<file path="src/rtl/dh_pkg.sv">
package dh_pkg;

    localparam int ADDR_W        = 48;
    localparam int CHAN_BITS_MAX = 5;
    localparam int DIE_BITS_MAX  = 2;
    localparam int MIN_CHAN_LOG2 = 3;
    localparam int ILV_BIT       = 8;

    // channel chain offsets
    localparam int CH_BASE0   = 8;
    localparam int CH_SKIP_I  = 4;
    localparam int CH_SKIP_B  = 14;
    localparam int CH_K4_LAST = 2;
    localparam int CH_K4      = 12;
    localparam int CH_K64     = 15;
    localparam int CH_M2      = 22;
    localparam int CH_G1      = 29;
    localparam int CH_T1A     = 36;
    localparam int CH_T1B     = 43;

    // die chain offsets
    localparam int DIE_BASE0 = 12;
    localparam int DIE_K64   = 20;
    localparam int DIE_M2    = 27;
    localparam int DIE_G1    = 34;
    localparam int DIE_T1    = 41;

    typedef logic [ADDR_W-1:0] addr_t;
    typedef logic [2:0]        chan_code_t;
    typedef logic [1:0]        die_code_t;

    typedef struct packed {
        logic t1;
        logic g1;
        logic m2;
        logic k64;
        logic k4;
    } hash_en_t;

    typedef struct packed {
        logic      valid;
        logic      err;
        addr_t     addr;
        die_code_t die_code;
        hash_en_t  en;
    } mid_stage_t;

    function automatic int chan_base(int i);
        return (i == CH_SKIP_I) ? CH_SKIP_B : CH_BASE0 + i;
    endfunction

    function automatic addr_t chan_mask();
        addr_t m = '0;
        for (int i = 0; i < CHAN_BITS_MAX; i++) m[chan_base(i)] = 1'b1;
        return m;
    endfunction

    function automatic addr_t die_mask();
        addr_t m = '0;
        for (int j = 0; j < DIE_BITS_MAX; j++) m[DIE_BASE0 + j] = 1'b1;
        return m;
    endfunction

    function automatic logic cfg_ok(logic [5:0] pos, logic [1:0] sock,
                                    chan_code_t cc, die_code_t dc);
        return (pos == 6'(ILV_BIT)) && (sock == 2'd0) &&
               (cc >= 3'(MIN_CHAN_LOG2)) && (cc <= 3'(CHAN_BITS_MAX)) &&
               (dc <= 2'(DIE_BITS_MAX));
    endfunction

endpackage

</file>
<file path="src/rtl/dh_chan_stage.sv">
module dh_chan_stage
    import dh_pkg::*;
#(
    parameter int NBITS = CHAN_BITS_MAX
) (
    input  addr_t      addr_i,
    input  chan_code_t code_i,
    input  hash_en_t   en_i,
    output addr_t      addr_o
);

    logic [NBITS-1:0] flip;

    for (genvar i = 0; i < NBITS; i++) begin : g_bit
        logic term_k4;
        if (i <= CH_K4_LAST) begin : g_k4
            assign term_k4 = addr_i[CH_K4 + i] & en_i.k4;
        end else begin : g_no_k4
            assign term_k4 = 1'b0;
        end
        assign flip[i] = (code_i > 3'(i)) &
                         (term_k4 ^
                          (addr_i[CH_K64 + i] & en_i.k64) ^
                          (addr_i[CH_M2  + i] & en_i.m2)  ^
                          (addr_i[CH_G1  + i] & en_i.g1)  ^
                          ((addr_i[CH_T1A + i] ^ addr_i[CH_T1B + i]) & en_i.t1));
    end

    always_comb begin
        addr_o = addr_i;
        for (int i = 0; i < NBITS; i++)
            addr_o[chan_base(i)] = addr_i[chan_base(i)] ^ flip[i];
    end

endmodule

</file>
<file path="src/rtl/dh_die_stage.sv">
module dh_die_stage
    import dh_pkg::*;
#(
    parameter int NBITS = DIE_BITS_MAX
) (
    input  addr_t     addr_i,
    input  die_code_t code_i,
    input  hash_en_t  en_i,
    output addr_t     addr_o
);

    logic [NBITS-1:0] flip;

    for (genvar j = 0; j < NBITS; j++) begin : g_bit
        assign flip[j] = (code_i > 2'(j)) &
                         ((addr_i[DIE_K64 + j] & en_i.k64) ^
                          (addr_i[DIE_M2  + j] & en_i.m2)  ^
                          (addr_i[DIE_G1  + j] & en_i.g1)  ^
                          (addr_i[DIE_T1  + j] & en_i.t1));
    end

    always_comb begin
        addr_o = addr_i;
        for (int j = 0; j < NBITS; j++)
            addr_o[DIE_BASE0 + j] = addr_i[DIE_BASE0 + j] ^ flip[j];
    end

endmodule

</file>
<file path="src/rtl/chan_die_dehasher.sv">
module chan_die_dehasher
    import dh_pkg::*;
(
    input  logic              clk,
    input  logic              rst,
    input  logic              in_valid,
    input  logic [ADDR_W-1:0] in_addr,
    input  logic [2:0]        chan_log2,
    input  logic [1:0]        die_log2,
    input  logic [1:0]        sock_log2,
    input  logic [5:0]        ilv_pos,
    input  logic [4:0]        hash_en,
    output logic              out_valid,
    output logic [ADDR_W-1:0] out_addr,
    output logic              out_err
);

    localparam addr_t CH_MASK  = chan_mask();
    localparam addr_t DIE_MASK = die_mask();

    hash_en_t   en_in;
    addr_t      chan_addr, die_addr;
    logic       cfg_bad;
    mid_stage_t mid_q;

    assign en_in   = hash_en_t'(hash_en);
    assign cfg_bad = !cfg_ok(ilv_pos, sock_log2, chan_log2, die_log2);

    dh_chan_stage #(.NBITS(CHAN_BITS_MAX)) i_chan (
        .addr_i (in_addr),
        .code_i (chan_log2),
        .en_i   (en_in),
        .addr_o (chan_addr)
    );

    always_ff @(posedge clk) begin
        if (rst) begin
            mid_q <= '0;
        end else begin
            mid_q.valid <= in_valid;
            if (in_valid) begin
                mid_q.err      <= cfg_bad;
                mid_q.addr     <= cfg_bad ? in_addr : chan_addr;
                mid_q.die_code <= die_log2;
                mid_q.en       <= en_in;
            end
        end
    end

    dh_die_stage #(.NBITS(DIE_BITS_MAX)) i_die (
        .addr_i (mid_q.addr),
        .code_i (mid_q.die_code),
        .en_i   (mid_q.en),
        .addr_o (die_addr)
    );

    always_ff @(posedge clk) begin
        if (rst) begin
            out_valid <= 1'b0;
            out_err   <= 1'b0;
            out_addr  <= '0;
        end else begin
            out_valid <= mid_q.valid;
            if (mid_q.valid) begin
                out_err  <= mid_q.err;
                out_addr <= mid_q.err ? mid_q.addr : die_addr;
            end
        end
    end

    AST_MID_VALID: assert property (@(posedge clk) disable iff (rst)
        in_valid |=> mid_q.valid);
    AST_OUT_VALID: assert property (@(posedge clk) disable iff (rst)
        mid_q.valid |=> out_valid);
    AST_OUT_IDLE: assert property (@(posedge clk) disable iff (rst)
        !mid_q.valid |=> !out_valid);
    AST_CHAN_SCOPE: assert property (@(posedge clk) disable iff (rst)
        in_valid |=> ((mid_q.addr ^ $past(in_addr)) & ~CH_MASK) == '0);
    AST_DIE_SCOPE: assert property (@(posedge clk) disable iff (rst)
        mid_q.valid |=> ((out_addr ^ $past(mid_q.addr)) & ~DIE_MASK) == '0);
    AST_NOHASH_ID: assert property (@(posedge clk) disable iff (rst)
        (in_valid && hash_en == '0) |=> mid_q.addr == $past(in_addr));
    AST_ERR_MID: assert property (@(posedge clk) disable iff (rst)
        (in_valid && cfg_bad) |=> (mid_q.err && mid_q.addr == $past(in_addr)));
    AST_ERR_OUT: assert property (@(posedge clk) disable iff (rst)
        (mid_q.valid && mid_q.err) |=> (out_err && out_addr == $past(mid_q.addr)));

endmodule

</file>
<file path="config.mk">
export PLATFORM = sky130hd
export DESIGN_NAME = chan_die_dehasher
export DESIGN_NICKNAME = d
export VERILOG_FILES = /design/src/rtl/dh_pkg.sv /design/src/rtl/dh_chan_stage.sv /design/src/rtl/dh_die_stage.sv /design/src/rtl/chan_die_dehasher.sv
export SDC_FILE = /design/constraint.sdc
export NUM_CORES = 1
export LEC_CHECK = 0
export BUFFER_PORTS_ARGS = -buffer_cell sky130_fd_sc_hd__buf_4
export CAP_MARGIN = 20
export CORE_MARGIN = 2
export CORE_UTILIZATION = 41
export DETAILED_ROUTE_END_ITERATION = 12
export PLACE_DENSITY = 0.75
export SETUP_SLACK_MARGIN = 0.15
export SYNTH_ARGS = -nofsm -noshare
export SYNTH_HDL_FRONTEND = slang
export SYNTH_HIERARCHICAL = 1
export SYNTH_SLANG_ARGS = --single-unit
export TNS_END_PERCENT = 1
</file>
<file path="constraint.sdc">
create_clock -name clk -period 1.5 [get_ports clk]
set_input_delay 0.225 -clock clk [delete_from_list [all_inputs] [get_ports clk]]
set_output_delay 0.225 -clock clk [all_outputs]
set_load 0.02 [all_outputs]
</file>
* After elaboration in Yosys (flattened, before gate mapping)
Index checks and enable logic that the tools add are counted.
Word-level totals: register bits after elaboration 106, input bits 69, output and inout port bits 50, logic and storage cells 104
Operators by class: order comparisons 10, equality and inequality tests 1, mux-type cells 2, bitwise gates (word level) 74, reductions and logical operators 6
Operators by type and width (count):
- $and A1 B1 Y1 | 38
- $xor A1 B1 Y1 | 36
- $mux W15 | 1
- $mux W14 | 1
- $eq A6 B4 Y1 const B | 1
- $gt A3 B1 Y1 const B | 2
- $gt A3 B2 Y1 const B | 2
- $gt A2 B1 Y1 const B | 2
- $logic_and A1 B1 Y1 | 4
- $ge A3 B2 Y1 const B | 1
- $gt A3 B3 Y1 const B | 1
- $le A3 B3 Y1 const B | 1
- $le A2 B2 Y1 const B | 1
- $logic_not A2 Y1 | 1
- $logic_not A1 Y1 | 1

* Longest topological paths before layout
Gate-level depths: netlist (run 1).
depth after elaboration 8, mapped depth 7, mapped depth without buffers 7

* By module
The synthesis (run 1) kept the hierarchy.
By module, submodules not included:
- chan_die_dehasher | instances 1, cells an instance 521, area each 4546.9 um^2
- dh_chan_stage | instances 1, cells an instance 95, area each 714.4 um^2
- dh_die_stage | instances 1, cells an instance 64, area each 457.9 um^2

* Least setup slack after synthesis (run 1)
OpenSTA, ideal clock, no wires.
kind input -> register, start point in in_addr[26], end point reg mid_q[21] (netlist name), arrival time 1.328 ns, data required time 1.409 ns, path slack 0.081 ns, stages on the path 7, buffers on the path 0, cell sequence nand2_1 -> xnor3_1 -> xnor2_1 -> o211ai_1 -> xnor2_1 -> nand2_1 -> a311oi_1
On the way: longest elaborated chain between the ends 7
RTL lines:
- start, declared | line chan_die_dehasher.sv:7 | input logic [ADDR_W-1:0] in_addr,
- $and A1 B1 Y1 | line dh_chan_stage.sv:24 | (addr_i[CH_M2 + i] & en_i.m2) ^
- $xor A1 B1 Y1 | line dh_chan_stage.sv:23 | (addr_i[CH_K64 + i] & en_i.k64) ^
- $xor A1 B1 Y1 | line dh_chan_stage.sv:24
- $xor A1 B1 Y1 | line dh_chan_stage.sv:25 | (addr_i[CH_G1 + i] & en_i.g1) ^
- $and A1 B1 Y1 | line dh_chan_stage.sv:21 | assign flip[i] = (code_i > 3'(i)) &
- $xor A1 B1 Y1 | line dh_chan_stage.sv:32 | addr_o[chan_base(i)] = addr_i[chan_base(i)] ^ flip[i];
- via chan_addr[14] | line chan_die_dehasher.sv:22 | addr_t chan_addr, die_addr;
- $mux W15 | line chan_die_dehasher.sv:43 | mid_q.addr <= cfg_bad ? in_addr : chan_addr;
- end, declared | line chan_die_dehasher.sv:24 | mid_stage_t mid_q;
The timed path passes the listed nets, and every way through them passes these cells. A chain may end at the register's enable or synchronous reset.

* Worst setup path after layout (run 1)
start point reg mid_q[4] (netlist name), end point reg out_addr[13]
On the way: longest elaborated chain between the ends 5
RTL lines:
- $and A1 B1 Y1 | line dh_die_stage.sv:19 | (addr_i[DIE_T1 + j] & en_i.t1));
- $xor A1 B1 Y1 | line dh_die_stage.sv:18 | (addr_i[DIE_G1 + j] & en_i.g1) ^
- $and A1 B1 Y1 | line dh_die_stage.sv:15 | assign flip[j] = (code_i > 2'(j)) &
- $xor A1 B1 Y1 | line dh_die_stage.sv:25 | addr_o[DIE_BASE0 + j] = addr_i[DIE_BASE0 + j] ^ flip[j];
- via die_addr[13] | line chan_die_dehasher.sv:22
- $mux W14 | line chan_die_dehasher.sv:66 | out_addr <= mid_q.err ? mid_q.addr : die_addr;
- end signal, assigned | line chan_die_dehasher.sv:66
- end, declared | line chan_die_dehasher.sv:14 | output logic [ADDR_W-1:0] out_addr,
The timed path passes the listed nets, and every way through them passes these cells.

==> out/metrics.cfg, run 1 <==
[placement]
dp_slack_ns = -0.205
io_buffers = 118
dp_hpwl_um = 9520
gp_congestion = 0.829

[grt]
antenna_found_initial = 0
grt_max_degree = 42
gr-total-overflow = 0
grt_first_pass_wirelength_um = 20400
grt_use_total_pct = 17.9
first_global_vias = 3979

[cts]
root_buffer = clkbuf_16
cts_inserted_buffers = 9
htreeDepth = 3
cts_tree = yes
cts_sinks = 106
clk_path_buf_depth = 2
clock_latency_ns = 0.35
clk_pin_slew_worst_paths_ns = 0.07
cts-hold-fix-buffers = 0

[sta]
rsz0062_at_grt = yes
layout_setup_ws_ns = 0.0912
hold_violations = 0
worstMarginPinSlew_ns = 0.415
min_period_ns = 1.41
setup_violations = 0
slew_headroom_pct = 72.3
slew_violations = 0
fmax_mhz = 710
holdWs_ns = 0.127
period_share_pct = 93.9
fin_skew_ns = 0.00738

[floorplanning]
io_pins = 119
initial_core_util_pct = 41.4
die_h_um = 122
die_w_um = 122
rows = 43
core_area_sq_um = 13700
dieArea_sq_um = 14800

[finish]
antennaDiodeCount = 0
drive_gt1_share_pct = 31.7
n_fill_cell = 1331
final_nets = 787
synthToLayoutAreaGrowth_pct = 22.8

[synth]
ys.warnings.count = 6
synthCells = 677
syn-cell-area_sq_um = 5690
syn_area_per_cell_sq_um = 8.40
synth_nets = 746

[power_and_ir_drop]
swShare_pct = 26.9
ir_drop_mv = 0.589
pwr-share-seq_pct = 45.0
leakage_nw = 2.91
power_frac_clock_pct = 35.4
p_int_mw = 5.10
comb_power_share_pct = 19.6
p_switching_mw = 1.88
powerDensity_nw_per_um2 = 999

[routing]
drt_wl_total_um = 13400
routedWlPerCell_um = 14.8
via_count = 4477
viasPerCell = 4.96
drc_errors = 0
drt_iter0_drc = 240
drt_first_pass_iters = 4
ant_nets = 0

[hold_path]
min_path_type = in -> reg

[setup_path]
criticalPathCategory = reg -> reg
path_cells = nand2_1 > xor2_1 > xnor2_1 > nand2_1 > xnor2_1 > mux2i_1 > a211oi_1
slowest_delay_ns = 0.35
end_kind = flip-flop
critPathRequiredTime_ns = 1.77
worst_path_max_delay_cell = dfxtp_2
path_max_fanout = 3
startpoint_type = flip-flop
critPathArrivalTime_ns = 1.67

[job]
cap_violations = 0

[outcome]
status = finished, final reports clean

[state kept, by name, indices dropped and copies added, names as in the netlist]
name and cells:
mid_q 56, out_addr 48, out_err 1, out_valid 1
[stage by stage]
step | power, mW | cell area [sq um] | TNS (ns) | cells | utilization (%)
6_report | 6.97 | 6980 | 0 | 903 | 50.9
5_1_grt | 7.30 | 6980 | -0.0895 | 903 | 50.9
4_1_cts | 6.98 | 6800 | 0 | 902 | 49.6
3_5_place_dp | 4.51 | 6470 | -7.00 | 885 | 47.1
3_3_place_gp | 4.49 | 6470 | -6.57 | 885 | 47.1
2_1_floorplan | 4.11 | 5690 | 0 | 677 | -
[worst paths after layout]
| check | from | endpoint | slack, ns | depth (start not counted) |
|---|---|---|---|---|
| max | mid_q[4] | out_addr[13] | 0.09 | 7 |
| min | die_log2[1] | mid_q[6] | 0.13 | 3 |
| max reg2reg | mid_q[4] | out_addr[13] | 0.09 | 7 |
| min reg2reg | out_addr[3] | out_addr[3] | 0.48 | 2 |
[power by group through the flow]
stage / registers (mW) / clock network, mW / logic [mW]
floorplan: 3.28 / 0 / 0.832
global placement: 3.19 / 0 / 1.30
detailed placement: 3.20 / 0 / 1.31
CTS: 3.13 / 2.52 / 1.32
global route: 3.16 / 2.65 / 1.48
finish: 3.14 / 2.47 / 1.37
[layout make-up]
class,count,area [sq um],area share (%)
timing repair buffer,170,1450,20.8
tap,180,225,3.23
multi-input combinational,431,2850,40.8
clock inverter,5,61.3,0.878
clock buffer,11,254,3.64
sequential,106,2140,30.6
[layer usage]
metal	vias up	part of all wire [%]	track usage (%)
met4	0	1.5	6.11
li1	2326	-	-
met5	-	0	0
met3	13	5.2	4.26
met2	99	48	28.8
met1	2039	45	23.5
[cell usage in the layout, fill, tap and decap left out, drive strengths merged, types with 3 or more instances in the layout]
master      n
buf       170
nand2     130
dfxtp     106
nor2      105
mux2i      55
a211oi     49
a311oi     48
xnor2      13
xor2       13
clkbuf     11
xnor3       5
nor2b       3
clkinvlp    3
[critical path: cells and delay by family (launching register included)]
family,cells,cell delay (ns)
muxes,1,0.08
AOI/OAI and AO/OA,1,0.19
xor gates and xnor gates,3,0.50
DFF,1,0.35
and+or+nand+nor,2,0.21
[what timing repair did]
| action | in CTS | in global routing |
|---|---|---|
| endpoints found under the hold margin | 0 | 0 |
| pin swaps | 7 | 32 |
| buffers inserted | 1 | 1 |
| endpoints found under the setup margin | 2 | 38 |
| resized for setup | 7 | 36 |
(Power assumes the default switching activity.)
==> run 2, diff against run 1 <==
--- a/config.mk
+++ b/config.mk
@@ -5,12 +5,13 @@
 export SDC_FILE = /design/constraint.sdc
 export NUM_CORES = 1
 export LEC_CHECK = 0
-export BUFFER_PORTS_ARGS = -buffer_cell sky130_fd_sc_hd__buf_4
+export ABC_AREA = 1
 export CAP_MARGIN = 20
 export CORE_MARGIN = 2
 export CORE_UTILIZATION = 41
 export DETAILED_ROUTE_END_ITERATION = 12
-export PLACE_DENSITY = 0.75
+export DONT_BUFFER_PORTS = 1
+export PLACE_DENSITY = 0.67
 export SETUP_SLACK_MARGIN = 0.15
 export SYNTH_ARGS = -nofsm -noshare
 export SYNTH_HDL_FRONTEND = slang
==> run 2 against run 1 <==
  * Sequential share of layout area rose by 4.0 points
  * Maximum frequency rose by 16%
  * Synthesized area rose by 11%
  * Highest routed layer unchanged
  * Count of clock-buffer cells in the layout rose by 1
  * Worst setup slack improved by 0.20 ns
  * Critical path type unchanged
==> out/metrics.cfg, run 2 <==
[setup_path]
reg2reg_to = out_addr[12]
startpoint_type = flip-flop
critPathRequiredTime_ns = 1.80
critPathArrivalTime_ns = 1.51
criticalPathCategory = reg -> reg
cp-startpoint = mid_q[3]
end_kind = flip-flop
path_max_fanout = 5
rr_worst_depth = 8
r2r_slack_ns = 0.29
cp-endpoint = out_addr[12]
r2r_start = mid_q[3]

[finish]
final_nets = 963
final_common_cell = nand2_1
antennaDiodeCount = 0
largest-register = mid_q
reg_top3 = mid_q (56), out_addr (48)
largest_reg_flops = 56
multi_input_area_sq_um = 2930
ff_latch_area_sq_um = 2130
drive_gt1_share_pct = 5.12
mostFrequentLayoutCells = nand2_1, nor2_1, nand3_1
stdcell_area_sq_um = 6150
n_fill_cell = 1596
synthToLayoutAreaGrowth_pct = -2.84

[sta]
slew_headroom_pct = 77.0
rsz0062_at_grt = yes
hold_violations = 0
min_period_ns = 1.21
fin_skew_ns = 0.00657
slew_violations = 0
fmax_mhz = 824
period_share_pct = 80.9
fin_setup_tns_ns = 0
setup_violations = 0
worstMarginPinSlew_ns = 0.345

[cts]
post_cts_buffers = 0
root_buffer = clkbuf_16
clk_path_buf_depth = 2
clock_latency_ns = 0.36
htreeDepth = 3
cts_inserted_buffers = 9
clk_pin_slew_worst_paths_ns = 0.07
cts_tree = yes
cts_sinks = 106

[routing]
drt_iter0_drc = 437
viasPerCell = 5.09
routedWlPerCell_um = 15.4
drt_wl_total_um = 16800
drt_first_pass_iters = 6
ant_nets = 0
via_count = 5528
drc_errors = 0

[grt]
grt_use_total_pct = 20.8
first_global_vias = 5065
grt_max_degree = 104
antenna_found_initial = 0
grt_first_pass_wirelength_um = 27000
gr-total-overflow = 0

[synth]
syn-cell-area_sq_um = 6330
ys.warnings.count = 6
synthCells = 1011
synth_nets = 1080
syn_area_per_cell_sq_um = 6.27

[floorplanning]
rows = 45
initial_core_util_pct = 41.8
die_h_um = 128
io_pins = 119
dieArea_sq_um = 16500
die_w_um = 128
core_area_sq_um = 15100

[power_and_ir_drop]
powerDensity_nw_per_um2 = 1070
leakage_nw = 3.06
ir_drop_mv = 0.653

[placement]
io_buffers = 0
dpl-instance-area_sq_um = 5770
gp_congestion = 0.828
dp_hpwl_um = 10900

[hold_path]
min_path_type = in -> reg

[outcome]
status = finished, final reports clean

[job]
cap_violations = 0

run 2: cell count changes in the layout (fill, tap and decap cells not counted), moves of 10 or more:
cell and change:
a211oi_1 -49, a21oi_1 +99, a311oi_1 -37, a311oi_2 -11, buf_12 -10, buf_4 -142, inv_1 +85, mux2i_1 -55
nand2_1 +125, nand3_1 +121, nor2_1 +19, o21ai_0 +51
run 2: timing repair:
item	4_1_cts	5_1_grt
gates resized for setup	0	6
hold buffers	7	0
hold endpoints to repair	8	0
setup endpoints to repair	0	2
run 2: final cells by class:
cell class                      count  share of cell area, %
Clock buffer                       12                   4.17
Clock inverter                      4                  0.793
Inverter                           90                   5.49
Multi-Input combinational cell    666                   47.6
Sequential cell                   106                   34.6
Tap cell                          188                   3.82
Timing Repair Buffer               21                   3.46
run 2: worst max-delay path, cell delays in order, from the launching register on:
cell and delay (ns):
dfxtp_1 0.40, nand2_1 0.11, xnor2_1 0.16, nand2_1 0.08, nand3_1 0.07, nand2_1 0.05
nand2_1 0.06, nand2_1 0.06, a21oi_1 0.16
run 2: how the worst min path moves through the flow:
| stage | start | endpoint | slack (ns) | cells after the start |
|---|---|---|---|---|
| after floorplan | hash_en[1] | mid_q[1] | 0.36 | 2 |
| after global placement | rst | mid_q[56] | 0.30 | 1 |
| after detailed placement | rst | mid_q[56] | 0.30 | 1 |
| after CTS | rst | mid_q[51] | 0.003 | 3 |
| after global routing | rst | mid_q[42] | 0.009 | 3 |
| final | rst | mid_q[49] | 0.02 | 3 |
run 2: power breakdown:
part | switching [mW] | total [mW] | internal, mW
clock network | 1.11 | 2.50 | 1.39
registers | 0.257 | 3.27 | 3.01
logic | 0.491 | 0.806 | 0.315
run 2: metrics by stage:
step	hold WS [ns]	cells	power [mW]	util, %	setup slack [ns]
final	0.0150	1087	6.57	40.6	0.287
after floorplan	0.360	1011	4.15	-	0.324
after global routing	0.00862	1087	6.88	40.6	0.144
after CTS	0.00315	1087	6.61	40.6	0.231
after detailed placement	0.301	1064	4.11	38.1	0.187
after global placement	0.300	1064	4.10	38.1	0.221
run 2: layer usage:
metal / share of wire, % / GRT usage [%] / up-vias / wire [um]
li1: - / - / 2879 / -
met1: 45 / 26.3 / 2472 / 7500
met2: 44 / 33.1 / 158 / 7450
met3: 8.8 / 6.84 / 19 / 1480
met4: 2.0 / 8.08 / 0 / 329
met5: 0 / 0 / - / 0
==> run 3, diff against run 2 <==
==> constraint.sdc (replaced) <==
create_clock -name clk -period 1.1 [get_ports clk]
set_input_delay 0.165 -clock clk [delete_from_list [all_inputs] [get_ports clk]]
set_output_delay 0.165 -clock clk [all_outputs]
set_load 0.02 [all_outputs]
==> run 3 against run 2 <==
  * The flow now finishes with violations (hold timing, setup timing)
  * Via count up 5.5%
  * Utilization up 7.5 points
  * Die area unchanged
  * Register-to-register slack worse by 0.34 ns
  * Non-clock buffer count up 61
  * Sequential share of layout area down 4.4 points
  * Critical path depth up 2
  * Largest power group unchanged
  * Global-route usage up 0.20 points
==> out/metrics.cfg, run 3 (same netlist as run 2, synthesis figures left out) <==
[power_and_ir_drop]
p_switching_mw = 2.74
p_total_mw = 9.87
swShare_pct = 27.8
power_frac_clock_pct = 38.8
comb_power_share_pct = 17.2
p_int_mw = 7.12
pwr-share-seq_pct = 44.0
ir_drop_mv = 0.597
leakage_nw = 3.54
powerDensity_nw_per_um2 = 1350

[grt]
antenna_found_initial = 0
grt_use_total_pct = 21.0
grt_max_degree = 104
first_global_vias = 5293
gr-total-overflow = 0
grt_first_pass_wirelength_um = 27500

[finish]
final_common_cell = nand2_1
largest-register = mid_q
largest_reg_flops = 56
antennaDiodeCount = 0
reg_top3 = mid_q (56), out_addr (48)
utilization_pct = 48.1
mostFrequentLayoutCells = nand2_1, nor2_1, nand3_1
final_nets = 1024
synthToLayoutAreaGrowth_pct = 15.1
drive_gt1_share_pct = 22.9

[cts]
clock_latency_ns = 0.36
cts_sinks = 106
cts_tree = yes
htreeDepth = 3
root_buffer = clkbuf_16
post_cts_buffers = 0
cts_inserted_buffers = 9
clk_path_buf_depth = 2
cts-hold-fix-buffers = 7
clk_pin_slew_worst_paths_ns = 0.08

[hold_path]
hold-path-endpoint = out_valid
min_path_type = in -> reg
hp-start = rst
hold_depth = 1

[setup_path]
rr_worst_depth = 10
critPathRequiredTime_ns = 1.39
reg2reg_to = out_addr[12]
criticalPathCategory = reg -> reg
end_kind = flip-flop
critPathArrivalTime_ns = 1.44
startpoint_type = flip-flop
worst_path_max_delay_cell = dfxtp_4
r2r_slack_ns = -0.05
cp.buffers_inverters = 1
r2r_start = mid_q[4]
path_max_fanout = 3
cp_common_cell = nand2_1
slowest_delay_ns = 0.39
crit_family = simple AND/OR/NAND/NOR gates
path_cells = nand2_4 > inv_2 > nand2_1 > nand2_1 > nand2_2 > nand3_2 > nand2_1 > nand2_1 > nand2_1 > a21oi_1

[placement]
io_buffers = 0
dp_hpwl_um = 11000
gp_congestion = 0.845
dp_slack_ns = -0.109

[sta]
fin_skew_ns = 0.00777
rsz0062_at_grt = yes
layout_setup_ws_ns = -0.0515
hold_violations = 49
min_period_ns = 1.15
fmax_mhz = 868
slew_headroom_pct = 76.9
slew_violations = 0
holdWs_ns = -0.129
period_share_pct = 105
setup_violations = 1
fin_setup_tns_ns = -0.0515
worstMarginPinSlew_ns = 0.347

[floorplanning]
io_pins = 119
initial_core_util_pct = 41.8
rows = 45
die_h_um = 128
die_w_um = 128
dieArea_sq_um = 16500
core_area_sq_um = 15100

[routing]
ant_nets = 0
drc_errors = 0
drt_wl_total_um = 17100
drt_first_pass_iters = 6
viasPerCell = 5.08
routedWlPerCell_um = 14.9
via_count = 5833
drt_iter0_drc = 525

[job]
cap_violations = 0

[outcome]
violations = hold timing, setup timing
status = finished, violations left

==> run 3: cell types whose count changed in the layout (fill, tap and decap cells not counted), sizes merged <==
cell | previous run | this run
buf | 14 | 75
bufinv | 1 | 3
clkbuf | 12 | 9
clkinv | 6 | 4
clkinvlp | 0 | 2
inv | 87 | 88
==> run 3: worst max path at each step <==
stage / cells past startpoint / startpoint / end
after detailed placement: 12 / in_addr[38] / mid_q[17]
after global routing: 10 / mid_q[4] / out_addr[12]
after CTS: 10 / mid_q[4] / out_addr[13]
final: 10 / mid_q[4] / out_addr[12]
after global placement: 12 / in_addr[38] / mid_q[17]
after floorplan: 11 / ilv_pos[3] / mid_q[48]
==> run 3: layer usage <==
layer / routed length (um) / GRT usage [%] / vias to the layer above
met5: 0 / 0 / -
met4: 338 / 7.82 / 0
met3: 1230 / 5.43 / 24
met2: 7660 / 32.6 / 159
met1: 7920 / 28.3 / 2650
li1: - / - / 3000
==> run 3: area by class of cell <==
cell class,instances,area (sq um)
tap,188,235
multi-input combinational,666,3190
clock inverter,7,125
sequential,106,2210
inverter,90,340
fill,1527,7860
timing repair buffer,82,968
clock buffer,9,225
==> run 3: repair_timing <==
item,in CTS,in global routing
setup endpoints to repair,78,102
pin swaps,7,65
endpoints found under the hold margin,57,49
gates resized for setup,122,65
==> run 3: stage by stage <==
step | area [sq um] | std cells
global route | 7290 | 1148
detailed placement | 6320 | 1125
floorplan | 6340 | 1011
global placement | 6320 | 1125
finish | 7290 | 1148
CTS | 7030 | 1148
==> run 3: power groups by stage <==
stage	combinational, mW	clock [mW]	sequential, mW
after CTS	1.61	3.89	4.32
after floorplan	1.19	0	4.47
after global placement	1.48	0	4.35
after global routing	1.90	4.05	4.38
after detailed placement	1.50	0	4.35
final	1.70	3.83	4.34
